File: src/rtl/sysclk_div_pkg.sv
package sysclk_div_pkg;
  localparam int REG_W = 4;
  localparam int SRC_W = 2;
  localparam int DIV_W = 3;
  localparam int MAX_SHIFT = 5;

  localparam logic [SRC_W-1:0] SRC_HS  = 2'd0;
  localparam logic [SRC_W-1:0] SRC_PLL = 2'd1;

  typedef struct packed {
    logic             restart;
    logic [SRC_W-1:0] src;
    logic [DIV_W-1:0] divCode;
    logic             halfMain;
  } ctrlBus_t;
endpackage

File: src/rtl/sysclk_div_ctrl.sv
module sysclk_div_ctrl
  import sysclk_div_pkg::*;
(
  input  logic             clk,
  input  logic             rstN,
  input  logic             wrEn,
  input  logic             addr,
  input  logic [REG_W-1:0] wrData,
  output logic [REG_W-1:0] rdData,
  input  logic             hsRun,
  input  logic             pllRun,
  input  logic             lsRun,
  output logic             pllPower,
  output logic             errFlag,
  output ctrlBus_t         ctrlBus
);
  logic [SRC_W-1:0] srcQ;
  logic [DIV_W-1:0] codeQ;
  logic             mainQ;
  logic             powerQ;
  logic             errQ;
  logic [SRC_W-1:0] newSrc;
  logic             newRun;
  logic             changed;

  assign newSrc = wrData[SRC_W-1:0];

  always_comb begin
    case (newSrc)
      SRC_HS:  newRun = hsRun;
      SRC_PLL: newRun = pllRun;
      default: newRun = lsRun;
    endcase
  end

  always_comb begin
    if (addr == 1'b0) changed = (newSrc != srcQ);
    else changed = (wrData[DIV_W-1:0] != codeQ) || (wrData[3] != mainQ);
  end

  always_ff @(posedge clk) begin
    if (!rstN) begin
      srcQ   <= SRC_HS;
      codeQ  <= '0;
      mainQ  <= 1'b0;
      powerQ <= 1'b0;
      errQ   <= 1'b0;
    end else if (wrEn) begin
      if (addr == 1'b0) begin
        srcQ   <= newSrc;
        powerQ <= wrData[2] | ((newSrc == SRC_PLL) & powerQ);
        if (!newRun) errQ <= 1'b1;
      end else begin
        codeQ <= wrData[DIV_W-1:0];
        mainQ <= wrData[3];
      end
    end
  end

  always_comb begin
    if (addr == 1'b0) rdData = {errQ, powerQ, srcQ};
    else rdData = {mainQ, codeQ};
  end

  assign ctrlBus.restart  = wrEn & changed;
  assign ctrlBus.src      = srcQ;
  assign ctrlBus.divCode  = codeQ;
  assign ctrlBus.halfMain = mainQ;
  assign pllPower = powerQ;
  assign errFlag  = errQ;
endmodule

File: src/rtl/sysclk_div_datapath.sv
module sysclk_div_datapath
  import sysclk_div_pkg::*;
(
  input  logic     clk,
  input  logic     rstN,
  input  ctrlBus_t ctrlBus,
  input  logic     hsTick,
  input  logic     pllTick,
  input  logic     lsTick,
  output logic     sysEn,
  output logic     mainEn
);
  localparam int CNT_W = MAX_SHIFT;

  logic [CNT_W-1:0] cntQ;
  logic [CNT_W:0]   span;
  logic [CNT_W-1:0] lastVal;
  logic [DIV_W-1:0] shift;
  logic             srcTick;
  logic             wrap;
  logic             halfQ;
  logic             sysQ;
  logic             mainQ;

  always_comb begin
    case (ctrlBus.src)
      SRC_HS:  srcTick = hsTick;
      SRC_PLL: srcTick = pllTick;
      default: srcTick = lsTick;
    endcase
  end

  assign shift   = (ctrlBus.divCode <= DIV_W'(MAX_SHIFT)) ? ctrlBus.divCode : '0;
  assign span    = (CNT_W+1)'(1) << shift;
  assign lastVal = CNT_W'(span - (CNT_W+1)'(1));
  assign wrap    = srcTick && (cntQ == lastVal);

  always_ff @(posedge clk) begin
    if (!rstN || ctrlBus.restart) begin
      cntQ  <= '0;
      halfQ <= 1'b0;
      sysQ  <= 1'b0;
      mainQ <= 1'b0;
    end else begin
      sysQ  <= wrap;
      mainQ <= wrap && (!ctrlBus.halfMain || halfQ);
      if (wrap) begin
        cntQ  <= '0;
        halfQ <= ~halfQ;
      end else if (srcTick) begin
        cntQ <= cntQ + CNT_W'(1);
      end
    end
  end

  assign sysEn  = sysQ;
  assign mainEn = mainQ;
endmodule

File: src/rtl/sysclk_div_unit.sv
module sysclk_div_unit
  import sysclk_div_pkg::*;
(
  input  logic             clk,
  input  logic             rstN,
  input  logic             wrEn,
  input  logic             addr,
  input  logic [REG_W-1:0] wrData,
  output logic [REG_W-1:0] rdData,
  input  logic             hsTick,
  input  logic             pllTick,
  input  logic             lsTick,
  input  logic             hsRun,
  input  logic             pllRun,
  input  logic             lsRun,
  output logic             sysEn,
  output logic             mainEn,
  output logic             pllEnable
);
  ctrlBus_t ctrlBus;
  logic     errFlag;

  sysclk_div_ctrl u_ctrl (
    .clk(clk), .rstN(rstN), .wrEn(wrEn), .addr(addr), .wrData(wrData),
    .rdData(rdData), .hsRun(hsRun), .pllRun(pllRun), .lsRun(lsRun),
    .pllPower(pllEnable), .errFlag(errFlag), .ctrlBus(ctrlBus)
  );

  sysclk_div_datapath u_dp (
    .clk(clk), .rstN(rstN), .ctrlBus(ctrlBus), .hsTick(hsTick),
    .pllTick(pllTick), .lsTick(lsTick), .sysEn(sysEn), .mainEn(mainEn)
  );
endmodule

File: config.mk
export PLATFORM = sky130hd
export DESIGN_NAME = sysclk_div_unit
export DESIGN_NICKNAME = d
export VERILOG_FILES = /design/src/rtl/sysclk_div_pkg.sv /design/src/rtl/sysclk_div_ctrl.sv /design/src/rtl/sysclk_div_datapath.sv /design/src/rtl/sysclk_div_unit.sv
export SDC_FILE = /design/constraint.sdc
export NUM_CORES = 1
export LEC_CHECK = 0
export ABC_AREA = 1
export BUFFER_PORTS_ARGS = -buffer_cell sky130_fd_sc_hd__buf_2
export CELL_PAD_IN_SITES_DETAIL_PLACEMENT = 0
export CELL_PAD_IN_SITES_GLOBAL_PLACEMENT = 2
export CORE_AREA = 10 10 98 57
export DETAILED_ROUTE_END_ITERATION = 8
export DIE_AREA = 0 0 108 67
export PLACE_DENSITY = 0.82
export SLEW_MARGIN = 5
export SYNTH_ARGS = -nofsm -noshare
export SYNTH_HDL_FRONTEND = slang
export SYNTH_SLANG_ARGS = --single-unit
File: constraint.sdc
create_clock -name clk -period 2.4 [get_ports clk]
set_clock_uncertainty 0.05 [all_clocks]
set_input_delay 0.24 -clock clk [delete_from_list [all_inputs] [get_ports clk]]
set_output_delay 0.24 -clock clk [all_outputs]
set_load 0.02 [all_outputs]
Word level (Yosys, flattened, before mapping)
Index checks and enable logic that the tools add are counted.
W data, S select, Z words.
{ "totals": {"inputBits": 14, "reg_bits": 16, "out_inout_bits": 7} }
{ "classes": {"n_lt_le_gt_ge": 1, "reduce_logical": 13, "n_addsub": 2, "n_shift": 1, "muxes": 5, "eq_ne": 6, "bitwise": 6} }
{ "op_table": {"columns": ["cell", "count"], "rows": [
  ["$add A5 B1 Y5 const B", 1],
  ["$eq A5 B5 Y1", 1],
  ["$shl A1 B3 Y5 const A", 1],
  ["$sub A5 B1 Y5 const B", 1],
  ["$eq A2 B1 Y1 const B", 2],
  ["$logic_not A2 Y1", 2],
  ["$mux W4", 1],
  ["$pmux W1 S2", 2],
  ["$reduce_and A2 Y1", 2],
  ["$le A3 B3 Y1 const B", 1],
  ["$logic_or A1 B1 Y1", 3],
  ["$mux W3", 1],
  ["$ne A3 B3 Y1", 1],
  ["$not A1 Y1", 3],
  ["$reduce_and A3 Y1", 1],
  ["$and A1 B1 Y1", 2],
  ["$logic_and A1 B1 Y1", 2],
  ["$logic_not A1 Y1", 2],
  ["$ne A2 B2 Y1", 1],
  ["$reduce_or A2 Y1", 1],
  ["$mux W1", 1],
  ["$ne A1 B1 Y1", 1],
  ["$or A1 B1 Y1", 1]
]} }

Longest topological paths before layout
Gate-level depths: netlist of the first run.
{ "logic_depth": {"ltp_word": 7, "depth_mapped": 14, "mapped_depth_nobuf": 14} }

By module
Synthesis of the first run repeated with hierarchy kept, for this count alone.
{ "unflattened": {"cells_unflattened": 190, "hier_area_um2": 1152.4} }
{ "by_module_without_submodules": {"columns": ["mod", "seq_area_each_um2", "instances", "area_each_um2", "cells_per_inst"], "rows": [
  ["sysclk_div_datapath", 160.2, 1, 670.6, 112],
  ["sysclk_div_ctrl", 160.2, 1, 481.7, 78]
]} }

Worst setup path before layout of the first run
Ideal clock, no wire load.
{ "synth_timing": {"kind": "reg-to-reg", "startpoint": "reg u_ctrl.codeQ[2]", "endpoint": "reg u_dp.cntQ[2]", "path_stages_with_launch": 13, "setup_slack_ps": 670, "synth_period_minus_slack_ps": 1730, "arrival_ps": 1568, "required_time_ps": 2237, "path_cell_list": "dfxtp_1 > inv_2 > nand2_1 > nand3_1 > ha_1 > inv_1 > nand2_1 > nand2_1 > nand3_1 > nor2_2 > nand3_4 > nand2_4 > nor2_2"} }
{ "synth_via": {"elab_chain_cells": 7} }
{ "synth_lines": {"columns": ["item", "line", "source"], "rows": [
  ["start, declared", "sysclk_div_ctrl.sv:18", "logic [DIV_W-1:0] codeQ;"],
  ["start signal, assigned", "sysclk_div_ctrl.sv:54", "codeQ <= wrData[DIV_W-1:0];"],
  ["$le A3 B3 Y1", "sysclk_div_datapath.sv:33", "assign shift = (ctrlBus.divCode <= DIV_W'(MAX_SHIFT)) ? ctrlBus.divCode : '0;"],
  ["$mux W3", "sysclk_div_datapath.sv:33", null],
  ["$shl A1 B3 Y5", "sysclk_div_datapath.sv:34", "assign span = (CNT_W+1)'(1) << shift;"],
  ["$sub A5 B1 Y5", "sysclk_div_datapath.sv:35", "assign lastVal = CNT_W'(span - (CNT_W+1)'(1));"],
  ["$eq A5 B5 Y1", "sysclk_div_datapath.sv:36", "assign wrap = srcTick && (cntQ == lastVal);"],
  ["$logic_and A1 B1 Y1", "sysclk_div_datapath.sv:36", null],
  ["$reduce_or A2 Y1 (no line) *", null, null],
  ["end signal, assigned", "sysclk_div_datapath.sv:51", "cntQ <= cntQ + CNT_W'(1);"],
  ["end, declared", "sysclk_div_datapath.sv:15", "logic [CNT_W-1:0] cntQ;"]
]} }
Every way passes the cells marked *; elsewhere a longest branch is shown, timed or not.
A chain may end at the register's enable or synchronous reset.

Worst setup path in the final report of the first run
Same ends and word-level chain as after synthesis.

==> results by group, run 1 <==
Power
  – Pwr/cell area: 568 nW/um2
  – Tot Pwr: 0.713 mW
  – Worst VDD drop: 0.231 mV
  – Leak pwr: 0.575 nW

Finish
  – Share of post-route cells with drive strength above 1: 25.1%
  – Final Cell Area: 1250 um2
  – Core Util, Final: 32.8%
  – Multi-input logic area: 614 um2
  – Fin cells: 241
  – Layout filler cell count: 439
  – Nets: 204
  – Area Overhead vs Synth: 20.1%
  – ANT cells: 0
  – Seq. cell area: 320 um2

Flow run
  – Maxcap violations: 0

Floorplan
  – Die ar.: 7240 um2
  – Ports: 21
  – Die span in y: 67 um
  – Die width: 108 um
  – Row Count: 16
  – Starting density of the core: 27.3%
  – Area of the core: 3820 um2

Routing
  – Antenna viol nets, final: 0
  – Vias/cell: 4.21
  – Via count: 1014
  – WL/cell: 10.5 um
  – Post-route DRC: 0
  – Initial DRC count: 42
  – DRT Pass-1 Iters: 6
  – Final WL: 2540 um

Synth
  – Yosys warns: 0
  – Netlist Area Pre-Place: 1040 um2
  – Unique masters post-synth: 23
  – Post-synth top flop: dfxtp_1
  – Synth top area share: 30.7%
  – Cell taking the most area after synthesis: dfxtp_1
  – Sequential share of the synthesized area: 30.7%
  – Async set-or-reset flop fraction in the synthesized netlist: 0%
  – Post-synth EDFFs: 0
  – Mean Syn Cell Area: 6.33 um2
  – Mapped Cells: 165
  – Largest cells by area after synthesis: dfxtp_1 (31%), nand2_1 (20%), inv_1 (6.8%), o21ai_0 (5.7%), a21oi_1 (5.3%)
  – Number of synthesized register bits: 16
  – Syn_nets: 181

CTS
  – Cts bufs inserted: 3
  – CTS sink cnt: 16
  – Max clock buf depth: 2
  – Clk_lat worst skew: 0.25 ns
  – CTS tree: done
  – Worst-path clk slew: 0.07 ns
  – Root buf cell: clkbuf_8
  – Post-CTS Setup Inserts: 0
  – CTS Hold Bufs: 0
  – Cts repair resizes: 0
  – H-tree depth: 1

Outcome
  – Outcome: completed

Timing
  – Slew Limit Fails: 0
  – Worst-Margin Slew: 0.270 ns
  – Fin crit share: 78.5%
  – Final setup fails: 0
  – RSZ-0062 raised after global routing: false
  – Final Critical Period: 1.88 ns
  – Hold Fails Final Rpt: 0
  – Sum Neg Setup Slack: 0 ns
  – Max Clock Freq: 0.531 GHz
  – Max-slew headroom: 82.0%

Setup path
  – Crit path capture type: flop
  – WP data arrival: 1.99 ns
  – Worst-path maximum fanout: 6
  – Critical path type: reg2reg
  – Critical Path RT: 2.50 ns
  – Critical path launch point type: flop

GRT
  – First-pass GRT wire length: 4310 um
  – Largest net degree at the start of global routing: 11
  – Initial antenna violation count: 0
  – Vias in the first global route: 894
  – Total GRT Usage: 7.41%
  – GRT Residual Overflow: 0

Hold path
  – Hold/Removal Path Class: in2reg

Place
  – GP Congestion: 0.749
  – Placed inst area: 1200 um2
  – Post-DP HPWL: 2070 um
  – PortBufs: 20
  – Dpl cells: 237
[sequential cells by signal, summed over array words and instances (netlist names)]
name	flops
u_ctrl.errFlag	1
u_dp.cntQ	5
u_dp.mainEn	1
u_ctrl.codeQ	3
u_ctrl.pllPower	1
u_dp.sysEn	1
u_ctrl.mainQ	1
u_ctrl.srcQ	2
u_dp.halfQ	1
[cell type report]
class | instances | area share, %
multi-input combinational | 121 | 49.0
sequential | 16 | 25.5
timing repair buffer | 20 | 7.98
inverter | 26 | 7.78
tap | 54 | 5.38
clock buffer | 4 | 4.39
[where the power goes]
part	total [mW]	internal (mW)	switching [mW]
clock	0.248	0.146	0.102
combinational	0.171	0.0599	0.111
sequential	0.294	0.280	0.0142
[cells by family (layout without fill, tap and decap cells)]
group           after synthesis  after routing  synth area share (%)
buf+inv                      28             50                  10.5
xor+xnor                      2              2                  1.68
flops                        16             16                  30.7
simple gates                 89             89                  39.9
fa+ha+maj                     2              2                  2.39
compound gates               28             28                  14.8
[synthesized netlist by cell type (2+ instances only)]
| cell | number |
|---|---|
| nor2_1 | 7 |
| o21ai_0 | 12 |
| nor2_2 | 3 |
| a21oi_2 | 4 |
| nand2_1 | 56 |
| nand3_1 | 10 |
| nor2_4 | 2 |
| inv_1 | 19 |
| inv_2 | 6 |
| xor2_1 | 2 |
| ha_1 | 2 |
| dfxtp_1 | 16 |
| nand2_2 | 5 |
| nand4_1 | 2 |
| a21oi_1 | 11 |
[routing by layer]
layer  track usage [%]  wire [um]  vias up
met5                 0          0        -
met3              2.11         74        2
met1              9.73       1350      431
met4              2.98         34        0
li1                  -          -      566
met2              11.1       1080       15
[cell usage in the layout (no fill, tap or decap)]
| cell | instances |
|---|---|
| o21ai_0 | 12 |
| xor2_1 | 2 |
| nand4_1 | 2 |
| o21ai_1 | 1 |
| nand3_1 | 10 |
| a21oi_2 | 4 |
| nor3_2 | 1 |
| clkbuf_8 | 4 |
| nand3_4 | 1 |
| nand2_4 | 1 |
| clkinv_1 | 1 |
| nor2_1 | 7 |
| inv_2 | 6 |
| buf_2 | 20 |
| nor2_2 | 3 |
| inv_1 | 19 |
| ha_1 | 2 |
| nand2_2 | 5 |
| a21oi_1 | 11 |
| nand2_1 | 56 |
| nor2_4 | 2 |
| dfxtp_1 | 16 |
| or2_0 | 1 |
[per-stage QoR]
stage	worst slack, ns	hold slack [ns]
6_report	0.516	0.223
5_1_grt	0.334	0.244
3_3_place_gp	0.506	0.395
3_5_place_dp	0.507	0.410
2_1_floorplan	0.670	0.328
4_1_cts	0.498	0.216
[path summary, 6_finish.rpt]
path              startpoint               to  slack [ns]  depth (start not counted)
max          u_ctrl.codeQ[2]     u_dp.cntQ[2]        0.52                         12
min                wrData[2]  u_ctrl.pllPower        0.22                          3
max reg2reg  u_ctrl.codeQ[2]     u_dp.cntQ[2]        0.52                         12
min reg2reg   u_ctrl.errFlag   u_ctrl.errFlag        0.41                          2
[worst max-delay path, cell delays in order (launching register included)]
cell and delay (ns):
dfxtp_1 0.43, inv_2 0.11, nand2_1 0.12, nand3_1 0.11
ha_1 0.31, inv_1 0.06, nand2_1 0.04, nand2_1 0.06
nand3_1 0.07, nor2_2 0.13, nand3_4 0.13, nand2_4 0.13
nor2_2 0.05
Note: power is estimated with default switching activity, not from simulation.
==> run 2: changes to the inputs <==
- CORE_AREA: 10 10 98 57 -> 10 10 103 59
- DIE_AREA: 0 0 108 67 -> 0 0 113 69
- PLACE_DENSITY: 0.82 -> 0.79
- clock period: 2.4 -> 1.65 ns (I/O delays scaled with it)
==> results by group, run 2 (same netlist as run 1, synthesis figures left out) <==
Setup path
  – Worst-path maximum fanout: 5
  – WP data arrival: 1.72 ns
  – Critical Path RT: 1.75 ns
  – Reg2reg start: u_ctrl.codeQ[1]
  – Crit path launch: u_ctrl.codeQ[1]
  – Critical path type: reg2reg
  – Crit path capture type: flop
  – Critical path launch point type: flop

CTS
  – Worst-path clk slew: 0.07 ns
  – Max clock buf depth: 2
  – Root buf cell: clkbuf_8
  – Clk_lat worst skew: 0.26 ns
  – CTS tree: done
  – CTS sink cnt: 16
  – H-tree depth: 1
  – Cts bufs inserted: 3

Power
  – Worst VDD drop: 0.262 mV
  – Leak pwr: 0.675 nW
  – Pwr/cell area: 747 nW/um2
  – Tot Pwr: 1.09 mW

Timing
  – Max-slew headroom: 83.9%
  – Slew Limit Fails: 0
  – Worst-Margin Slew: 0.241 ns
  – Final setup fails: 0
  – RSZ-0062 raised after global routing: true
  – Final Critical Period: 1.62 ns
  – Hold Fails Final Rpt: 0
  – Max Clock Freq: 0.618 GHz
  – Fin crit share: 98.1%

Finish
  – ANT cells: 0
  – Top Registers: u_dp.cntQ (5), u_ctrl.codeQ (3), u_ctrl.srcQ (2)
  – Max reg flops: 5
  – Fin cells: 260
  – Commonest non-fill, non-tap cell in the layout: nand2_1
  – Area Overhead vs Synth: 39.3%
  – Share of post-route cells with drive strength above 1: 36.9%
  – Commonest non-fill, non-tap cells in the layout: nand2_1 (53), buf_2 (20), inv_1 (18)
  – Most flops, register: u_dp.cntQ
  – Nets: 220

Routing
  – Via count: 1082
  – Vias/cell: 4.16
  – Post-route DRC: 0
  – DRT Pass-1 Iters: 4
  – Final WL: 3100 um
  – Antenna viol nets, final: 0
  – Initial DRC count: 45
  – WL/cell: 11.9 um

Flow run
  – Maxcap violations: 0

Place
  – GP Congestion: 0.786
  – Post-DP HPWL: 2480 um
  – Dpl cells: 253
  – PortBufs: 20

Floorplan
  – Die ar.: 7800 um2
  – Area of the core: 4280 um2
  – Row Count: 17
  – Starting density of the core: 24.4%
  – Die width: 113 um
  – Die span in y: 69 um
  – Ports: 21

Hold path
  – Hold/Removal Path Class: in2reg
  – Worst Min Path Start: wrData[2]

GRT
  – Total GRT Usage: 8.02%
  – Largest net degree at the start of global routing: 11
  – Vias in the first global route: 1031
  – GRT Residual Overflow: 0
  – Initial antenna violation count: 0
  – First-pass GRT wire length: 5200 um

Outcome
  – Outcome: completed
## run 2: layout make-up
| type | count | area [um2] |
|---|---|---|
| clock buffers | 4 | 45.0 |
| multi-input cells | 121 | 684 |
| inverters | 26 | 105 |
| well taps | 57 | 71.3 |
| flip-flops and latches | 16 | 329 |
| repair buffers | 36 | 220 |
| fillers | 462 | 2820 |
## run 2: what timing repair did
item	CTS	global route
hold buffers	0	0
gates cloned	0	0
endpoints found under the setup margin	7	7
pin swaps	6	11
buffers inserted	1	2
resized for setup	6	13
## run 2: where the power goes
group	switching, mW	leakage, nW	internal, mW	total [mW]
Combinational	0.202	0.520	0.137	0.339
Sequential	0.0214	0.132	0.407	0.428
Clock	0.148	0.0228	0.172	0.320
## run 2: worst max-delay path, cell delays in order, from the launching register on
cell,delay (ns)
dfxtp_4,0.37
inv_6,0.08
nand3_2,0.11
ha_4,0.25
inv_1,0.05
nand2_1,0.04
nand2_1,0.08
nand3_2,0.08
nor2_4,0.13
nand3_4,0.11
nand2_4,0.13
a21oi_2,0.04
## run 2: per-stage QoR
stage | TNS, ns | util, % | worst slack, ns | instance area [um2] | hold slack (ns)
after floorplan | 0 | - | 0.00527 | 1050 | 0.243
final | 0 | 34.0 | 0.0312 | 1460 | 0.145
after detailed placement | -0.383 | 30.7 | -0.0690 | 1310 | 0.408
after CTS | 0 | 32.7 | 0.00397 | 1400 | 0.138
after global routing | -0.372 | 34.0 | -0.0671 | 1460 | 0.146
after global placement | -0.301 | 30.7 | -0.0569 | 1310 | 0.408
## run 2: path summary, 6_finish.rpt
check | end | slack (ns) | cells past startpoint
max | u_dp.cntQ[3] | 0.03 | 11
min | u_ctrl.pllPower | 0.15 | 3
max reg2reg | u_dp.cntQ[3] | 0.03 | 11
min reg2reg | u_ctrl.errFlag | 0.43 | 2
## run 2: metal layers
layer	track usage (%)	share of wire, %
met5	0	0
met4	2.08	0.81
met3	2.84	7.8
met2	9.03	33
met1	12.8	58
